[src/rtl/dma_cmd_pkg.sv]
// Shared opcode, policy and state definitions for the DMA command engine.
// Assumes the 32-bit little-endian descriptor word layout used by the engine.
package dma_cmd_pkg;

    localparam logic [3:0] OP_OUT_MORE  = 4'd0;
    localparam logic [3:0] OP_OUT_LAST  = 4'd1;
    localparam logic [3:0] OP_IN_MORE   = 4'd2;
    localparam logic [3:0] OP_IN_LAST   = 4'd3;
    localparam logic [3:0] OP_STORE_Q   = 4'd4;
    localparam logic [3:0] OP_LOAD_Q    = 4'd5;
    localparam logic [3:0] OP_NOP       = 4'd6;
    localparam logic [3:0] OP_STOP      = 4'd7;

    localparam logic [1:0] POL_NEVER    = 2'd0;
    localparam logic [1:0] POL_IF_TRUE  = 2'd1;
    localparam logic [1:0] POL_IF_FALSE = 2'd2;
    localparam logic [1:0] POL_ALWAYS   = 2'd3;

    localparam int POL_INT = 0;
    localparam int POL_BR  = 1;
    localparam int POL_WT  = 2;
    localparam int NUM_POL = 3;

    typedef enum logic [3:0] {
        S_IDLE, S_FETCH, S_DECODE, S_OUT_RD, S_OUT_TX, S_IN_RX, S_IN_WR,
        S_QLOAD, S_QSTORE, S_WAITC, S_WB, S_ADV
    } eng_state_e;

    // True for opcodes that end with a descriptor write-back.
    function automatic logic op_writes_back(input logic [3:0] op);
        return op <= OP_LOAD_Q;
    endfunction

    // True for the two quad opcodes.
    function automatic logic op_is_quad(input logic [3:0] op);
        return (op == OP_STORE_Q) || (op == OP_LOAD_Q);
    endfunction

endpackage

[src/rtl/dma_policy_eval.sv]
// Evaluates one 2-bit descriptor policy against the masked device status.
// Pure combinational; assumes the caller samples the result when it needs it.
module dma_policy_eval #(
    parameter int SW = 8
) (
    input  logic [1:0]    code,
    input  logic [SW-1:0] status,
    input  logic [SW-1:0] mask,
    input  logic [SW-1:0] match,
    output logic          fire
);
    import dma_cmd_pkg::*;

    logic cond;

    // Condition holds when the masked status equals the match value.
    always_comb begin
        cond = ((status & mask) == match);
        unique case (code)
            POL_NEVER:    fire = 1'b0;
            POL_IF_TRUE:  fire = cond;
            POL_IF_FALSE: fire = ~cond;
            default:      fire = 1'b1;
        endcase
    end
endmodule

[src/rtl/dma_byte_counter.sv]
// Tracks the bytes left in a data command. Loads the request count clamped
// to MAX_CNT and subtracts up to STEP bytes per beat. Assumes load and step
// never coincide.
module dma_byte_counter #(
    parameter int              CNT_W   = 16,
    parameter logic [CNT_W-1:0] MAX_CNT = 16'h8000,
    parameter int              STEP    = 4
) (
    input  logic             clk,
    input  logic             rst_n,
    input  logic             load,
    input  logic [CNT_W-1:0] load_val,
    input  logic             step,
    output logic [CNT_W-1:0] left,
    output logic             final_beat,
    output logic             empty
);
    localparam logic [CNT_W-1:0] STEP_V = CNT_W'(STEP);

    // Clamp on load, saturate at zero on each beat.
    always_ff @(posedge clk) begin
        if (!rst_n) begin
            left <= '0;
        end else if (load) begin
            left <= (load_val > MAX_CNT) ? MAX_CNT : load_val;
        end else if (step) begin
            left <= (left > STEP_V) ? (left - STEP_V) : '0;
        end
    end

    // The beat that leaves nothing behind is the final one.
    always_comb begin
        empty      = (left == '0);
        final_beat = !empty && (left <= STEP_V);
    end
endmodule

[src/rtl/dma_cmd_engine.sv]
// Single-channel descriptor-driven DMA engine. Fetches descriptors over a
// word-wide memory port (one access per mem_req & mem_ready cycle, read data
// valid in that cycle), runs stream or quad transfers, evaluates interrupt,
// branch and wait policies, writes back residual and status, then advances.
// Assumes word-aligned descriptor and data addresses.
module dma_cmd_engine #(
    parameter int               AW      = 32,
    parameter int               SW      = 8,
    parameter int               CNT_W   = 16,
    parameter logic [CNT_W-1:0] MAX_CNT = 16'h8000
) (
    input  logic          clk,
    input  logic          rst_n,
    input  logic          start,
    input  logic [AW-1:0] start_addr,
    input  logic [SW-1:0] dev_status,
    input  logic [SW-1:0] int_mask,
    input  logic [SW-1:0] int_match,
    input  logic [SW-1:0] br_mask,
    input  logic [SW-1:0] br_match,
    input  logic [SW-1:0] wt_mask,
    input  logic [SW-1:0] wt_match,
    output logic          mem_req,
    output logic          mem_we,
    output logic [AW-1:0] mem_addr,
    output logic [31:0]   mem_wdata,
    input  logic [31:0]   mem_rdata,
    input  logic          mem_ready,
    output logic          out_valid,
    output logic [31:0]   out_data,
    output logic          out_last,
    input  logic          out_ready,
    input  logic          in_valid,
    input  logic [31:0]   in_data,
    input  logic          in_last,
    output logic          in_ready,
    output logic          active,
    output logic          irq
);
    import dma_cmd_pkg::*;

    localparam int               DW        = 32;
    localparam int               BYTES     = DW / 8;
    localparam int               STAT_W    = 16;
    localparam int               DESC_WRDS = 3;
    localparam logic [AW-1:0]    DESC_SIZE = AW'(16);
    localparam logic [AW-1:0]    WB_OFS    = AW'(12);
    localparam logic [AW-1:0]    BEAT_INC  = AW'(BYTES);
    localparam logic [STAT_W-1:0] ACT_BIT  = 16'h0400;

    eng_state_e        state;
    logic [AW-1:0]     desc_ptr, data_ptr, br_addr;
    logic [1:0]        word_idx;
    logic [3:0]        opcode;
    logic [1:0]        int_pol, br_pol, wt_pol;
    logic [CNT_W-1:0]  req_cnt;
    logic [DW-1:0]     xfer_buf, quad_reg;
    logic              in_last_seen;

    logic              cnt_load, cnt_step, cnt_final, cnt_empty;
    logic [CNT_W-1:0]  cnt_left;
    logic [STAT_W-1:0] status_word;
    logic [STAT_W-1:0] resid_word;

    logic [NUM_POL-1:0][1:0]    pol_code;
    logic [NUM_POL-1:0][SW-1:0] pol_mask, pol_match;
    logic [NUM_POL-1:0]         pol_fire;

    // Group the three policies so one evaluator instance serves each.
    always_comb begin
        pol_code[POL_INT]  = int_pol;
        pol_code[POL_BR]   = br_pol;
        pol_code[POL_WT]   = wt_pol;
        pol_mask[POL_INT]  = int_mask;
        pol_mask[POL_BR]   = br_mask;
        pol_mask[POL_WT]   = wt_mask;
        pol_match[POL_INT] = int_match;
        pol_match[POL_BR]  = br_match;
        pol_match[POL_WT]  = wt_match;
    end

    for (genvar g = 0; g < NUM_POL; g++) begin : g_pol
        dma_policy_eval #(.SW(SW)) u_eval (
            .code   (pol_code[g]),
            .status (dev_status),
            .mask   (pol_mask[g]),
            .match  (pol_match[g]),
            .fire   (pol_fire[g])
        );
    end

    dma_byte_counter #(.CNT_W(CNT_W), .MAX_CNT(MAX_CNT), .STEP(BYTES)) u_cnt (
        .clk        (clk),
        .rst_n      (rst_n),
        .load       (cnt_load),
        .load_val   (req_cnt),
        .step       (cnt_step),
        .left       (cnt_left),
        .final_beat (cnt_final),
        .empty      (cnt_empty)
    );

    // Counter controls: load after the last descriptor word, step per beat.
    always_comb begin
        cnt_load = (state == S_FETCH) && mem_ready &&
                   (word_idx == 2'(DESC_WRDS - 1));
        cnt_step = ((state == S_OUT_TX) && out_ready) ||
                   ((state == S_IN_WR) && mem_ready);
    end

    // Write-back fields: live status with the active flag, residual bytes.
    always_comb begin
        status_word = ACT_BIT | STAT_W'(dev_status);
        resid_word  = op_is_quad(opcode) ? '0 : STAT_W'(cnt_left);
    end

    // Port drive decoded from the current state.
    always_comb begin
        mem_req   = 1'b0;
        mem_we    = 1'b0;
        mem_addr  = '0;
        mem_wdata = '0;
        out_valid = 1'b0;
        in_ready  = 1'b0;
        unique case (state)
            S_FETCH: begin
                mem_req  = 1'b1;
                mem_addr = desc_ptr + AW'({word_idx, 2'b00});
            end
            S_OUT_RD, S_QLOAD: begin
                mem_req  = 1'b1;
                mem_addr = data_ptr;
            end
            S_OUT_TX: out_valid = 1'b1;
            S_IN_RX:  in_ready  = 1'b1;
            S_IN_WR: begin
                mem_req   = 1'b1;
                mem_we    = 1'b1;
                mem_addr  = data_ptr;
                mem_wdata = xfer_buf;
            end
            S_QSTORE: begin
                mem_req   = 1'b1;
                mem_we    = 1'b1;
                mem_addr  = data_ptr;
                mem_wdata = quad_reg;
            end
            S_WB: begin
                mem_req   = 1'b1;
                mem_we    = 1'b1;
                mem_addr  = desc_ptr + WB_OFS;
                mem_wdata = {status_word, resid_word};
            end
            default: ;
        endcase
        out_data = xfer_buf;
        out_last = (state == S_OUT_TX) && (opcode == OP_OUT_LAST) && cnt_final;
    end

    // Main sequencer: fetch, dispatch, transfer, wait, write back, advance.
    always_ff @(posedge clk) begin
        if (!rst_n) begin
            state        <= S_IDLE;
            desc_ptr     <= '0;
            data_ptr     <= '0;
            br_addr      <= '0;
            word_idx     <= '0;
            opcode       <= '0;
            int_pol      <= '0;
            br_pol       <= '0;
            wt_pol       <= '0;
            req_cnt      <= '0;
            xfer_buf     <= '0;
            quad_reg     <= '0;
            in_last_seen <= 1'b0;
            active       <= 1'b0;
        end else begin
            unique case (state)
                S_IDLE: begin
                    if (start) begin
                        desc_ptr <= start_addr;
                        word_idx <= '0;
                        active   <= 1'b1;
                        state    <= S_FETCH;
                    end
                end
                S_FETCH: begin
                    if (mem_ready) begin
                        unique case (word_idx)
                            2'd0: begin
                                opcode  <= mem_rdata[31:28];
                                int_pol <= mem_rdata[21:20];
                                br_pol  <= mem_rdata[19:18];
                                wt_pol  <= mem_rdata[17:16];
                                req_cnt <= mem_rdata[CNT_W-1:0];
                            end
                            2'd1:    data_ptr <= mem_rdata[AW-1:0];
                            default: br_addr  <= mem_rdata[AW-1:0];
                        endcase
                        if (word_idx == 2'(DESC_WRDS - 1)) begin
                            word_idx <= '0;
                            state    <= S_DECODE;
                        end else begin
                            word_idx <= word_idx + 2'd1;
                        end
                    end
                end
                S_DECODE: begin
                    in_last_seen <= 1'b0;
                    unique case (opcode)
                        OP_OUT_MORE, OP_OUT_LAST:
                            state <= cnt_empty ? S_WAITC : S_OUT_RD;
                        OP_IN_MORE, OP_IN_LAST:
                            state <= cnt_empty ? S_WAITC : S_IN_RX;
                        OP_STORE_Q: state <= S_QSTORE;
                        OP_LOAD_Q:  state <= S_QLOAD;
                        OP_STOP: begin
                            active <= 1'b0;
                            state  <= S_IDLE;
                        end
                        default:    state <= S_WAITC;
                    endcase
                end
                S_OUT_RD: begin
                    if (mem_ready) begin
                        xfer_buf <= mem_rdata;
                        state    <= S_OUT_TX;
                    end
                end
                S_OUT_TX: begin
                    if (out_ready) begin
                        data_ptr <= data_ptr + BEAT_INC;
                        state    <= cnt_final ? S_WAITC : S_OUT_RD;
                    end
                end
                S_IN_RX: begin
                    if (in_valid) begin
                        xfer_buf     <= in_data;
                        in_last_seen <= in_last;
                        state        <= S_IN_WR;
                    end
                end
                S_IN_WR: begin
                    if (mem_ready) begin
                        data_ptr <= data_ptr + BEAT_INC;
                        state    <= (cnt_final || in_last_seen) ? S_WAITC : S_IN_RX;
                    end
                end
                S_QLOAD: begin
                    if (mem_ready) begin
                        quad_reg <= mem_rdata;
                        state    <= S_WAITC;
                    end
                end
                S_QSTORE: begin
                    if (mem_ready) state <= S_WAITC;
                end
                S_WAITC: begin
                    if (!pol_fire[POL_WT]) begin
                        state <= op_writes_back(opcode) ? S_WB : S_ADV;
                    end
                end
                S_WB: begin
                    if (mem_ready) state <= S_ADV;
                end
                S_ADV: begin
                    desc_ptr <= pol_fire[POL_BR] ? br_addr : (desc_ptr + DESC_SIZE);
                    word_idx <= '0;
                    state    <= S_FETCH;
                end
                default: state <= S_IDLE;
            endcase
        end
    end

    // Interrupt pulse for the descriptor completing in S_ADV.
    always_ff @(posedge clk) begin
        if (!rst_n) irq <= 1'b0;
        else        irq <= (state == S_ADV) && pol_fire[POL_INT];
    end

endmodule

[config.mk]
export PLATFORM = sky130hd
export DESIGN_NAME = dma_cmd_engine
export DESIGN_NICKNAME = d
export VERILOG_FILES = /design/src/rtl/dma_cmd_pkg.sv /design/src/rtl/dma_policy_eval.sv /design/src/rtl/dma_byte_counter.sv /design/src/rtl/dma_cmd_engine.sv
export SDC_FILE = /design/constraint.sdc
export NUM_CORES = 1
export LEC_CHECK = 0
export BUFFER_PORTS_ARGS = -buffer_cell sky130_fd_sc_hd__buf_2
export CAP_MARGIN = 20
export CORE_UTILIZATION = 55
export DETAILED_ROUTE_END_ITERATION = 8
export GPL_TIMING_DRIVEN = 0
export PLACE_DENSITY = 0.81
export SLEW_MARGIN = 40
export SYNTH_ARGS = -nofsm -noshare
export SYNTH_HDL_FRONTEND = slang
export SYNTH_SLANG_ARGS = --single-unit
[constraint.sdc]
create_clock -name clk -period 7.15 [get_ports clk]
set_clock_uncertainty 0.05 [all_clocks]
set_input_delay 1.0725 -clock clk [delete_from_list [all_inputs] [get_ports clk]]
set_output_delay 1.0725 -clock clk [all_outputs]
set_load 0.05 [all_outputs]
======== Word-level counts from Yosys, hierarchy flattened ========
Cells that the tools add are included.
operators by class
  add/subtract/negate cells ............... 6
  order comparisons ....................... 4
  eq/ne operators ......................... 40
  muxes and demuxes ....................... 51
  bitwise operators ....................... 7
  reduce and logical (&&, ||, !) cells .... 43
operator list
  kind                                                                                number
  32-bit case mux with 3 select lines                                                 3
  32-bit two-way mux                                                                  8
  32-bit case mux with 2 select lines                                                 2
  16-bit two-way mux                                                                  5
  4-bit two-way mux                                                                   14
  4-bit case mux with 11 select lines                                                 1
  32-bit by 3-bit adder with 32-bit output (second input constant)                    1
  32-bit by 4-bit adder with 32-bit output                                            1
  32-bit by 4-bit adder with 32-bit output (second input constant)                    1
  32-bit by 5-bit adder with 32-bit output (second input constant)                    1
  4-bit by 3-bit equality test with 1-bit output (second input constant)              7
  8-bit bitwise AND                                                                   3
  8-bit equality test                                                                 3
  4-bit case mux with 5 select lines                                                  1
  2-bit != test (second input constant)                                               9
  4-bit by 2-bit equality test with 1-bit output (second input constant)              4
  4-bit equality test (second input constant)                                         4
  16-bit > comparator (second input constant)                                         1
  16-bit by 3-bit > comparator with 1-bit output (second input constant)              1
  16-bit by 3-bit less-or-equal comparator with 1-bit output (second input constant)  1
  16-bit logical NOT                                                                  1
  16-bit by 3-bit subtractor with 16-bit output (second input constant)               1
  3-bit AND reduction                                                                 5
  10-bit AND reduction                                                                1
  other kinds (25)                                                                    72
storage, ports and cells
  register bits ........................... 211
  output and inout port bits .............. 103

======== Depth between registers and ports, before layout ========
  depth after elaboration ................. 7
  gate-level depth with buffers ........... 12

======== Hierarchy ========
Synthesis repeated with hierarchy kept, for this count alone.
second synthesis, totals
  cells, all modules ...................... 1,643
  area, all modules ....................... 12,562.0 um2
modules (own cells, without submodules)
  module            instances  cells each  area each (um2)  sequential area each (um2)
  dma_cmd_engine    1          1,421       10,842.9         3,903.7
  dma_byte_counter  1          156         1,219.9          320.3
  dma_policy_eval   3          22          166.4            0.0

======== Worst setup path after synthesis ========
OpenSTA, ideal clock, no wires.
  kind .................................... register to output
  start point ............................. register state[1]
  end point ............................... output port mem_addr[16]
  data arrival time ....................... 3,636 ps
  setup slack ............................. 2,391 ps
  cell stages (with the launch flop) ...... 13
  path buffers ............................ 3
  path through ............................ dfxtp_1 -> buf_6 -> clkinv_1 -> nor3_1 -> clkbuf_1 -> or2_2 -> ha_1 -> inv_1 -> fa_1 -> buf_1 -> nor3_1 -> xnor2_1 -> o21ai_0
on the way
  cells in the longest elaborated chain, start to end .. 3
  elaborated cells between the ends (all ways) .. 8
  those cells by class .................... eq/ne: 6; mux: 1; reduce/logical: 1
RTL lines
  item                                                                    RTL line               source
  start: declaration                                                      dma_cmd_engine.sv:51   eng_state_e state;
  start signal: assignment                                                dma_cmd_engine.sv:212  state <= cnt_empty ? S_WAITC : S_OUT_RD;
  start signal: assignment                                                dma_cmd_engine.sv:214  state <= cnt_empty ? S_WAITC : S_IN_RX;
  start signal: assignment                                                dma_cmd_engine.sv:233  state <= cnt_final ? S_WAITC : S_OUT_RD;
  4-bit by 3-bit equality test with 1-bit output (tied with other cells)  dma_cmd_engine.sv:125  unique case (state)
  4-bit OR reduction (no line)                                            -
  32-bit case mux with 3 select lines (*)                                 dma_cmd_engine.sv:125
  end: declaration                                                        dma_cmd_engine.sv:25   output logic [AW-1:0] mem_addr,
Every way passes the cells marked *; elsewhere a longest branch is shown, timed or not.

======== Worst setup path after layout ========
  start point ............................. register state[1]
  end point ............................... output port mem_addr[20]
The elaborated chain is that of the path after synthesis.

==> impl_metrics.toml <==
[outcome]
status = "complete, no violations"

[clock_tree]
clockBufferDepth = 3
insertion_delay_ns = 0.52
postCtsSetupRepairBufs = 0
cts_max_level = 1
numCtsBuffers = 24
holdBufCountCts = 0
cts-resized-gates = 0
root_buffer = "clkbuf_16"
cts_tree = "done"
clock-sinks = 211
clk_pin_slew_ns = 0.05

[yosys]
syn_nets = 1799
yosysSeqAreaShare_pct = 35.0
syn-cell-area_um2 = 12100
synth_seq_cells = 211
synthArstFlopShare_pct = 0
netlist_instances = 1632
synth_warnings = 0
syn_area_per_cell_um2 = 7.40
synthFlopType = "dfxtp_1"
netlist-cell-type-count = 82
synth-edff-count = 0

[timing]
finalSetupTns_ns = 0
finalCritPeriodShare_pct = 82.7
min_period_ns = 5.91
whs_ns = 0.408
slew_headroom_pct = 42.6
finalSetupViolCount = 0
finalHoldViolations = 0
rsz0062_at_grt = "no"
tightest_slew_ns = 0.861
finalMaxSlewViolations = 0
fmax_mhz = 169

[floorplan]
fp-row-count = 53
initial_utilization_pct = 56.8
core_um2 = 21300
dieArea_um2 = 22600
fp.dieH_um = 150
ios = 262
die_width_um = 150

[global_route]
overflow = 0
antenna_found_initial = 4
grt_pass1_vias = 12800
grt_max_degree = 14
grt_pass1_wl_um = 73600
grt_util_all_layers_pct = 43.3

[detailed_routing]
vias = 13800
antenna_left = 0
drtIter0Drc = 1214
drtPass1Iterations = 8
drc_errors = 0
viasPerCell = 6.25
finalWirelength_um = 49800
routedWlPerCell_um = 22.6

[worst_setup_path]
crit_type = "reg2out"
end_kind = "primary output"
r2r_start = "state[0]"
cp-startpoint = "state[1]"
critical_path.startpoint_type = "register"
arrival_ns = 4.79
critPathMaxFanout = 10
worstPathRequired_ns = 6.03

[power]
p_sw_uw = 1380
peakVddDrop_v = 0.000224
p_per_area_nw_per_um2 = 255
p_leak_uw = 0.00570
clkPwrFrac_pct = 32.8
p_comb_share_pct = 30.0
power_uw = 3700
p_seq_share_pct = 37.2
intPower_uw = 2320
switching_share_pct = 37.3

[final_layout]
layout-drive-gt1-share_pct = 19.4
fin_nets = 2085
diodes = 0
syn2layout_area_growth_pct = 20.0

[place]
globalplace.congestion = 1.00
port_buffers = 259
hpwl_um = 37600

[hold_path]
hp-start = "br_addr[7]"
hp-class = "reg2reg"

[flow_run]
maxCapViolCount = 0
[routing by layer]
| metal | up-vias | wire (um) | GRT usage, % | share of wire, % |
|---|---|---|---|---|
| li1 | 6359 | - | - | - |
| met1 | 6301 | 18400 | 51.2 | 37 |
| met2 | 912 | 22200 | 69.2 | 45 |
| met3 | 220 | 5960 | 11.9 | 12 |
| met4 | 6 | 3260 | 27.9 | 6.5 |
| met5 | - | 41 | 0 | 0.082 |
[kinds of logic after synthesis]
family,after synthesis,synth area share [%]
xor+xnor,61,4.42
flops,211,35.0
mux,46,3.84
simple gates,675,25.4
fa+ha+maj,8,0.891
compound gates,466,24.6
buf+inv,165,5.92
[layout make-up]
class                   instances  area (um^2)
clock buffers                  33          686
clock inverters                 9         73.8
repair buffers                260         1300
inverters                      37          139
plain buffers                 128          577
flip-flops and latches        211         4220
multi-input cells            1256         7150
well taps                     275          344
fillers                      1880         6790
[metrics by stage]
stage,cell area [um^2],util [%],setup slack [ns],std cells
after detailed placement,13700,64.5,1.89,2167
final,14500,68.1,1.24,2209
after CTS,14500,68.1,1.34,2209
after global routing,14500,68.1,1.05,2209
after global placement,13700,64.5,1.93,2166
after floorplan,12100,-,2.39,1632
[cell usage after synthesis (all sizes together) (5+ instances only)]
master    n  area (um^2)
mux2i    43          430
a21o      5         37.5
a211oi   40          300
ha        7         87.6
o21ai   112          568
and3     17          106
o211ai    8         60.1
or3       8         50.1
a222oi   27          270
nor4     14          113
nand2b    8         50.1
nor3     33          176
inv      36          135
o22ai    10         76.3
nor2b    14         87.6
buf      47          272
a21oi   169          853
nor2    133          517
nand2   352         1320
xnor2    38          333
a221oi    5         43.8
dfxtp   211         4220
clkbuf   81          305
a21boi    5         37.5
a22o      9         78.8
and4      6         52.6
a31oi    10         62.6
nand3    39          200
xor2     23          201
nand4    15          109
o311ai   13          114
and2     14         87.6
a22oi    16          120
[critical path, stage by stage, from the launching register on]
cell	delay, ns
dfxtp_1	0.32
buf_6	0.13
clkinv_1	0.28
nor3_1	0.63
clkbuf_1	0.57
or2_2	0.26
ha_1	0.20
inv_1	0.07
fa_1	0.47
buf_1	0.35
nor3_1	0.31
xnor2_1	0.12
o21ai_0	0.24
buf_2	0.31
[path summary, 6_finish.rpt]
path              endpoint  slack [ns]  cells after the start
min             br_addr[7]        0.41                      2
max           mem_addr[20]        1.24                     13
min reg2reg     br_addr[7]        0.41                      2
max reg2reg  u_cnt.left[5]        4.22                      7
[power by group through the flow]
stage          clock [uW]  sequential [uW]  combinational (uW)
2_1_floorplan           0             1410                 702
4_1_cts              1200             1370                1080
3_3_place_gp            0             1390                1070
6_report             1210             1380                1110
3_5_place_dp            0             1400                1080
5_1_grt              1250             1390                1180
[cells in the final DEF, fill, tap and decap left out, types with 25 or more instances in the layout]
cell type  count
nand2_1      351
nor3_1        31
clkbuf_1      85
inv_1         35
mux2i_1       43
nor2_1       127
dfxtp_1      211
a222oi_1      27
o21ai_0      106
a211oi_1      40
a21oi_1      166
clkbuf_16     25
xnor2_1       38
buf_2        290
nand3_1       38
Power figures use the tool's default switching activity.
